===== src/rtl/oneshot_pkg.sv =====
package oneshot_pkg;

   typedef enum logic {
      MODE_LOCKOUT = 1'b0,
      MODE_RETRIG  = 1'b1
   } oneshot_mode_e;

   typedef struct packed {
      logic rise_hit;
      logic fall_hit;
   } trig_hits_t;

   function automatic int unsigned prime_cycles(input int unsigned stages);
      return stages + 1;
   endfunction

endpackage


===== src/rtl/os_sync.sv =====
module os_sync #(
   parameter int unsigned STAGES = 2
) (
   input  logic clk,
   input  logic rst_n,
   input  logic d_async,
   output logic d_sync
);
   logic [STAGES-1:0] chain;

   generate
      for (genvar g = 0; g < STAGES; g++) begin : g_stage
         if (g == 0) begin : g_first
            always_ff @(posedge clk or negedge rst_n) begin
               if (!rst_n) chain[0] <= 1'b0;
               else        chain[0] <= d_async;
            end
         end else begin : g_next
            always_ff @(posedge clk or negedge rst_n) begin
               if (!rst_n) chain[g] <= 1'b0;
               else        chain[g] <= chain[g-1];
            end
         end
      end
   endgenerate

   assign d_sync = chain[STAGES-1];
endmodule


===== src/rtl/os_trig_qual.sv =====
module os_trig_qual
   import oneshot_pkg::*;
#(
   parameter int unsigned STAGES = 2
) (
   input  logic clk,
   input  logic rst_n,
   input  logic rise_s,
   input  logic fall_s,
   output logic trig
);
   localparam int unsigned PRIME = prime_cycles(STAGES);
   localparam int unsigned PW    = $clog2(PRIME + 1);

   logic          rise_prev, fall_prev;
   logic [PW-1:0] prime_cnt;
   logic          armed;
   trig_hits_t    hits;

   always_ff @(posedge clk or negedge rst_n) begin
      if (!rst_n) begin
         rise_prev <= 1'b0;
         fall_prev <= 1'b0;
         prime_cnt <= '0;
      end else begin
         rise_prev <= rise_s;
         fall_prev <= fall_s;
         if (!armed) prime_cnt <= prime_cnt + 1'b1;
      end
   end

   assign armed = (prime_cnt == PW'(PRIME));

   always_comb begin
      hits.rise_hit = rise_s & ~rise_prev & fall_s;
      hits.fall_hit = ~fall_s & fall_prev & ~rise_s;
   end

   assign trig = armed & (hits.rise_hit | hits.fall_hit);
endmodule


===== src/rtl/os_timer.sv =====
module os_timer #(
   parameter int unsigned WIDTH = 8
) (
   input  logic             clk,
   input  logic             rst_n,
   input  logic             clr_n,
   input  logic             trig,
   input  logic             retrig,
   input  logic [WIDTH-1:0] width,
   output logic [WIDTH-1:0] count,
   output logic             active
);
   logic accept;

   assign active = (count != '0);
   assign accept = trig && (width != '0) && (retrig || !active);

   always_ff @(posedge clk or negedge rst_n) begin
      if (!rst_n)        count <= '0;
      else if (!clr_n)   count <= '0;
      else if (accept)   count <= width;
      else if (active)   count <= count - 1'b1;
   end
endmodule


===== src/rtl/pulse_oneshot.sv =====
module pulse_oneshot
   import oneshot_pkg::*;
#(
   parameter int unsigned WIDTH       = 8,
   parameter int unsigned SYNC_STAGES = 2
) (
   input  logic             clk,
   input  logic             rst_n,
   input  logic             clr_n,
   input  logic             retrig,
   input  logic [WIDTH-1:0] width,
   input  logic             trig_rise,
   input  logic             trig_fall,
   output logic             q,
   output logic             q_n
);
   generate
      if (SYNC_STAGES < 2) begin : g_bad_stages
         $error("pulse_oneshot: SYNC_STAGES must be at least 2");
      end
      if (WIDTH < 1 || WIDTH > 32) begin : g_bad_width
         $error("pulse_oneshot: WIDTH must be 1..32");
      end
   endgenerate

   logic             rise_s, fall_s;
   logic             trig_any;
   logic [WIDTH-1:0] cnt;
   logic             active;

   os_sync #(.STAGES(SYNC_STAGES)) u_sync_rise (
      .clk(clk), .rst_n(rst_n), .d_async(trig_rise), .d_sync(rise_s));

   os_sync #(.STAGES(SYNC_STAGES)) u_sync_fall (
      .clk(clk), .rst_n(rst_n), .d_async(trig_fall), .d_sync(fall_s));

   os_trig_qual #(.STAGES(SYNC_STAGES)) u_qual (
      .clk(clk), .rst_n(rst_n), .rise_s(rise_s), .fall_s(fall_s),
      .trig(trig_any));

   os_timer #(.WIDTH(WIDTH)) u_timer (
      .clk(clk), .rst_n(rst_n), .clr_n(clr_n), .trig(trig_any),
      .retrig(retrig), .width(width), .count(cnt), .active(active));

   assign q   = active & clr_n;
   assign q_n = ~q;
endmodule


===== config.mk =====
export PLATFORM = sky130hd
export DESIGN_NAME = pulse_oneshot
export DESIGN_NICKNAME = d
export VERILOG_FILES = /design/src/rtl/oneshot_pkg.sv /design/src/rtl/os_sync.sv /design/src/rtl/os_trig_qual.sv /design/src/rtl/os_timer.sv /design/src/rtl/pulse_oneshot.sv
export SDC_FILE = /design/constraint.sdc
export NUM_CORES = 1
export LEC_CHECK = 0
export BUFFER_PORTS_ARGS = -buffer_cell sky130_fd_sc_hd__buf_2
export CAP_MARGIN = 20
export CORE_MARGIN = 2
export CORE_UTILIZATION = 50
export DETAILED_ROUTE_END_ITERATION = 6
export HOLD_SLACK_MARGIN = 0.12
export PLACE_DENSITY = 0.85
export SLEW_MARGIN = 5
export SYNTH_ARGS = -nofsm -noshare
export SYNTH_HDL_FRONTEND = slang
export SYNTH_SLANG_ARGS = --single-unit
export TNS_END_PERCENT = 10

===== constraint.sdc =====
create_clock -name clk -period 2.05 [get_ports clk]
set_input_delay 0.205 -clock clk [delete_from_list [all_inputs] [get_ports clk]]
set_output_delay 0.205 -clock clk [all_outputs]
set_load 0.01 [all_outputs]

==> summary.txt, run 1 <==
Timing
  – Worst slew pin tran: around 0.49 ns
  – FMAX: about 540 MHz
  – Final min period: roughly 1.9 ns
  – # setup viols final: 0
  – Final Cycle Share: 90.5%
  – RSZ-0062 raised after global routing: no
  – Final Slew Violations: 0
  – Setup_tns: 0 ns
  – WHS: approximately 0.17 ns
  – Skew final: around 0.0017 ns
  – Hold Fails Final Rpt: 0
  – Worst relative slew slack: 67.4%

GRT
  – Congestion Overflow GR: 0
  – Initial antenna violation count: 0
  – Largest net degree at the start of global routing: 17
  – Vias in the first global route: between 600 and 700
  – Total track usage: between 20% and 30%
  – First-pass GRT wire length: 2720 µm

Status
  – Status: finished, final reports clean

Drt
  – TritonRoute pass-1 iters: 4
  – DR DRC count: 0
  – Metal-1 WL: about 640 µm
  – Routed Antenna Nets: 0
  – WL final: 1630 µm
  – WL/cell: ~15 µm
  – First DRT Iteration DRCs: 13
  – Vias/cell: 5.74
  – DR top layer: met4
  – Met3 routed WL: about 70 µm
  – DR WL met2: 853 µm
  – Via count: between 600 and 700

Clock tree
  – Skew-Pair Late Insertion Delay: 0.29 ns
  – CTS tree: built
  – Clock root cell: clkbuf_4
  – Num CTS Buffers: 3
  – H-tree levels: 1
  – CTS Buffer Depth: 2
  – Reg clk slew, reported paths: roughly 0.090 ns
  – Clock sinks: 16

Die
  – Rows: 14
  – I/O pins: 16
  – Initial core utilization: a little over half
  – Die height: about 44 µm
  – Core area: around 1500 µm²
  – Die Area: ~1900 µm²
  – Die width: approximately 44 µm

Placed design
  – DP Cell Count: between 100 and 150
  – Gpl congestion: between 0.7 and 0.8
  – Input/output buffers: 15
  – Final HPWL DP: about 1200 µm

Synth
  – YS warnings: 0
  – Seq/Total Area, Yosys: 50.6%
  – Seq cells post-synth: 16
  – Syn_nets: approximately 90
  – Syn Std Cell Area: about 790 µm²
  – Syn avg cell area: 11.0 µm²
  – Cells after Synth: 72
  – Synth cell types: 23

Layout
  – Nets: roughly 110
  – Synthesis-to-layout area growth: 20.1%
  – Proportion of layout cells with a drive suffix above 1: roughly a quarter
  – # diodes: 0
  – Non-filler cells, final: 110

Setup path
  – Worst path arrival time: a little over 2 ns
  – Endpoint type of the worst setup path: flip-flop
  – Crit-path max FO: 9
  – Crit start category: flip-flop
  – CP required: approximately 2.2 ns
  – Critical Setup Path Class: flip-flop to flip-flop

Power and ir drop
  – Worst IR drop on VDD: about 770 µV
  – Leakage: between 0.4 and 0.5 nW
  – Reg power frac: around two fifths
  – PwrDens: 1150 nW/µm²
  – Clk pwr share: ~19%
  – Switching Power: between 0.0004 and 0.0005 W
  – Comb pwr share: roughly two fifths
  – Sw Ratio: 37.1%
  – Int Pwr: between 0.0006 and 0.0007 W

Flow run
  – Max_cap viols: 0

Hold path
  – Min-delay worst type: input pin to flip-flop
-- sequential cells by signal, indices dropped and copies added (netlist names) --
signal and flops:
u_timer.count 8, u_qual.rise_prev 1, u_qual.prime_cnt 2, u_qual.fall_prev 1, u_sync_fall.d_sync 1, u_sync_fall.chain 1
u_sync_rise.d_sync 1, u_sync_rise.chain 1
-- area by class of cell --
cell class | instances | area, µm²
Sequential cell | 16 | 400
Multi-Input combinational cell | 50 | 362
Timing Repair Buffer | 19 | 113
Inverter | 5 | 18.8
Clock buffer | 4 | 36.3
Tap cell | 16 | 20.0
Fill cell | 107 | 539
-- final timing paths --
| check | from | endpoint | slack (ns) | cells past startpoint |
|---|---|---|---|---|
| worst min-delay path | width[5] | u_timer.count[5]$_DFFE_PN0P_ | 0.17 | 3 |
| worst min register to register | u_sync_fall.chain[0]$_DFF_PN0_ | u_sync_fall.d_sync$_DFF_PN0_ | 0.36 | 0 |
| min in group asynchronous | rst_n | u_sync_fall.chain[0]$_DFF_PN0_ | 0.35 | 2 |
| worst max register to register | u_timer.count[4]$_DFFE_PN0P_ | u_timer.count[4]$_DFFE_PN0P_ | 0.19 | 5 |
| worst max-delay path | u_timer.count[4]$_DFFE_PN0P_ | u_timer.count[4]$_DFFE_PN0P_ | 0.19 | 5 |
| max in group asynchronous | rst_n | u_timer.count[2]$_DFFE_PN0P_ | 1.44 | 2 |
-- logic make-up after synthesis --
logic type      Yosys count  synth area share (%)
simple gates             25                  15.2
buf+inv                   6                  3.80
fa+ha+maj                 3                  4.75
mux                       8                  10.3
compound gates            7                  7.60
xor+xnor                  7                  7.75
flops                    16                  50.6
-- stage by stage --
stage	setup WS (ns)	cell area, µm²	util (%)	total power [W]
floorplan	0.449	791	-	0.000761
detailed placement	0.122	882	59.2	0.000872
global placement	0.228	882	59.2	0.000845
global route	0.0672	950	63.8	0.00118
finish	0.195	950	63.8	0.00109
CTS	0.0417	948	63.7	0.00109
-- power groups by stage --
stage	sequential, W	combinational [W]	clock (W)
after floorplan	0.000424	0.000337	0
after global placement	0.000433	0.000413	0
after detailed placement	0.000440	0.000432	0
after CTS	0.000433	0.000448	0.000213
after global routing	0.000444	0.000507	0.000227
final	0.000436	0.000445	0.000211
-- layer usage --
metal / vias to the layer above / track usage, %
met5: - / 0
met4: 0 / 13.9
met3: 6 / 3.33
met2: 23 / 33.2
met1: 308 / 24.5
li1: 294 / -
-- cell usage after synthesis (all sizes together) --
cell type / instances / area (µm²)
o21ai: 2 / 13.8
xnor2: 3 / 26.3
o41ai: 1 / 8.76
buf: 1 / 11.3
nor4: 4 / 31.3
nand2: 6 / 22.5
nand3: 1 / 5.00
o2bb2ai: 1 / 8.76
nand2b: 1 / 6.26
a311oi: 1 / 8.76
nor3: 1 / 5.00
ha: 3 / 37.5
nor2: 10 / 37.5
a32oi: 1 / 8.76
dfrtp: 16 / 400
mux2: 1 / 11.3
inv: 5 / 18.8
xor2: 4 / 35.0
mux2i: 7 / 70.1
and3: 2 / 12.5
o2111a: 1 / 11.3
-- layout by cell type (no fill, tap or decap), drive strengths merged, types with 3 or more instances in the layout --
cell type and count:
buf 16, clkbuf 4, dfrtp 16, dlygate4sd3 3, ha 3, inv 5
mux2i 7, nand2 6, nor2 10, nor4 4, xnor2 3, xor2 4
-- critical path, cell delays in order (launching register included) --
cell      delay, ns
dfrtp_1        0.43
nor4_2         0.37
and3_1         0.22
o2111a_2       0.35
mux2i_1        0.28
nor2_1         0.08
-- repair_timing --
action	in CTS	in global routing
hold endpoints to repair	18	0
hold buffers	3	0
setup buffers	0	0
resized for setup	0	1
endpoints found under the setup margin	0	4
No activity file was read; power rests on OpenSTA's default activity.
==> run 2, diff against run 1 <==
--- a/config.mk
+++ b/config.mk
@@ -5,13 +5,13 @@
 export SDC_FILE = /design/constraint.sdc
 export NUM_CORES = 1
 export LEC_CHECK = 0
-export BUFFER_PORTS_ARGS = -buffer_cell sky130_fd_sc_hd__buf_2
 export CAP_MARGIN = 20
 export CORE_MARGIN = 2
 export CORE_UTILIZATION = 50
 export DETAILED_ROUTE_END_ITERATION = 6
+export DONT_BUFFER_PORTS = 1
 export HOLD_SLACK_MARGIN = 0.12
-export PLACE_DENSITY = 0.85
+export PLACE_DENSITY = 0.76
 export SLEW_MARGIN = 5
 export SYNTH_ARGS = -nofsm -noshare
 export SYNTH_HDL_FRONTEND = slang
==> run 2 against run 1 <==
Maximum frequency is 3.4% lower. Cell count shrank 6.4%. Sequential share of layout area is 0.28 points lower. Register-to-register slack got worse by 0.06 ns. Core utilization is 0.42 points higher. Design area increased by 0.66%. Critical endpoint is now u_timer.count[5]$_DFFE_PN0P_. Highest routed layer unchanged.
==> summary.txt, run 2 (synthesized netlist as in run 1, its figures left out) <==
Status
  – Status: finished, final reports clean

Die
  – Die height: between 40 and 50 µm
  – Die Area: 1920 µm²
  – Initial core utilization: a little over half
  – I/O pins: 16
  – Die width: roughly 44 µm
  – Rows: 14
  – Core area: between 1000 and 1500 µm²

Timing
  – PnR worst setup slack: around 0.13 ns
  – # setup viols final: 0
  – FMAX: between 500 and 600 MHz
  – Worst relative slew slack: approximately 54%
  – Worst slew pin tran: 0.682 ns
  – Setup_tns: 0 ns
  – RSZ-0062 raised after global routing: no
  – Skew final: between 0.002 and 0.0025 ns
  – Final Cycle Share: 93.6%
  – Final Slew Violations: 0
  – Hold Fails Final Rpt: 0
  – Final min period: 1.92 ns

GRT
  – Largest net degree at the start of global routing: 17
  – Total track usage: 17.9%
  – First-pass GRT wire length: 2480 µm
  – Vias in the first global route: ~600
  – Initial antenna violation count: 0
  – Congestion Overflow GR: 0

Setup path
  – Critical Setup Path Class: flip-flop to flip-flop
  – Crit start category: flip-flop
  – Worst reg2reg setup slack: between 0.1 and 0.15 ns
  – Worst R2R Path Depth: 5
  – Endpoint type of the worst setup path: flip-flop
  – Worst path arrival time: 2.07 ns
  – Crit-path max FO: 9
  – CP required: ~2.2 ns

Layout
  – Most common cell after layout, fill and taps aside: dfrtp_1
  – Multi-input logic area: approximately 360 µm²
  – Nets: roughly 110
  – Biggest register: u_timer.count
  – Most frequent cells in the layout: dfrtp_1, dlygate4sd3_1, nor2_1
  – Register area: about 400 µm²
  – Synthesis-to-layout area growth: 20.9%
  – Largest regs: u_timer.count x8, u_qual.prime_cnt x2
  – Proportion of layout cells with a drive suffix above 1: 8.05%
  – Max FFs per register: 8
  – Final-layout fill cell count: roughly 110
  – # diodes: 0

Clock tree
  – CTS Buffer Depth: 2
  – Skew-Pair Late Insertion Delay: between 0.2 and 0.3 ns
  – Reg clk slew, reported paths: 0.09 ns
  – CTS resizes: 0
  – CTS tree: built
  – Num CTS Buffers: 3
  – Clock sinks: 16
  – Clock root cell: clkbuf_4
  – H-tree levels: 1

Power and ir drop
  – Leakage: roughly 0.42 nW
  – PwrDens: approximately 1100 nW/µm²
  – Worst IR drop on VDD: 506 µV

Placed design
  – Gpl congestion: 0.856
  – Pre-CTS WS: between 0.15 and 0.2 ns
  – Input/output buffers: 0
  – Final HPWL DP: about 1000 µm

Drt
  – WL/cell: 13.3 µm
  – DR DRC count: 0
  – Vias/cell: approximately 5.5
  – Routed Antenna Nets: 0
  – TritonRoute pass-1 iters: 4
  – First DRT Iteration DRCs: 13
  – Via count: 567
  – WL final: approximately 1400 µm

Hold path
  – Worst hold path depth: 2
  – Min-delay worst type: input pin to flip-flop

Flow run
  – Max_cap viols: 0
[run 2: changes by cell type in the layout (fill, tap and decap cells not counted), sizes merged]
cell	change
dlygate4sd3	+9
buf	-16
[run 2: power breakdown]
group          total [W]  switching (W)  internal (W)
Sequential      0.000429      0.0000560      0.000373
Combinational   0.000426       0.000231      0.000195
Clock           0.000198      0.0000902      0.000108
[run 2: area by class of cell]
| cell class | count | share of cell area, % |
|---|---|---|
| Sequential cell | 16 | 41.9 |
| Multi-Input combinational cell | 50 | 37.7 |
| Timing Repair Buffer | 12 | 12.6 |
| Tap cell | 16 | 2.09 |
| Clock buffer | 4 | 3.80 |
| Inverter | 5 | 1.96 |
[run 2: per-layer routing]
layer	up-vias	track usage [%]	routed length (µm)
li1	279	-	-
met1	274	24.3	619
met2	12	27.9	676
met3	2	3.75	61
met4	0	7.27	10
met5	-	0	0
[run 2: worst paths after layout]
path	from	end
max in group asynchronous	rst_n	u_timer.count[6]$_DFFE_PN0P_
setup / recovery	u_timer.count[4]$_DFFE_PN0P_	u_timer.count[5]$_DFFE_PN0P_
setup reg to reg	u_timer.count[4]$_DFFE_PN0P_	u_timer.count[5]$_DFFE_PN0P_
hold / removal	clr_n	u_timer.count[3]$_DFFE_PN0P_
hold reg to reg	u_sync_fall.chain[0]$_DFF_PN0_	u_sync_fall.d_sync$_DFF_PN0_
min in group asynchronous	rst_n	u_qual.prime_cnt[0]$_DFFE_PN0P_
[run 2: metrics by stage]
| step | util [%] | total power, W | instance area (µm²) | hold slack (ns) | cells |
|---|---|---|---|---|---|
| 4_1_cts | 64.2 | 0.00106 | 956 | 0.261 | 103 |
| 2_1_floorplan | - | 0.000761 | 791 | -0.0906 | 72 |
| 3_5_place_dp | 53.7 | 0.000832 | 800 | -0.0902 | 87 |
| 6_report | 64.2 | 0.00105 | 956 | 0.270 | 103 |
| 5_1_grt | 64.2 | 0.00116 | 956 | 0.321 | 103 |
| 3_3_place_gp | 53.7 | 0.000827 | 800 | -0.0901 | 87 |
[run 2: what timing repair did]
item | in CTS | in global routing
buffers inserted | 0 | 0
hold buffers | 12 | 0
endpoints found under the hold margin | 26 | 0
setup endpoints to repair | 0 | 0
[run 2: critical path, stage by stage, from the launching register on]
cell      delay, ns
dfrtp_1        0.43
nor4_2         0.34
and3_1         0.21
o2111a_1       0.47
mux2i_1        0.29
nor2_1         0.06
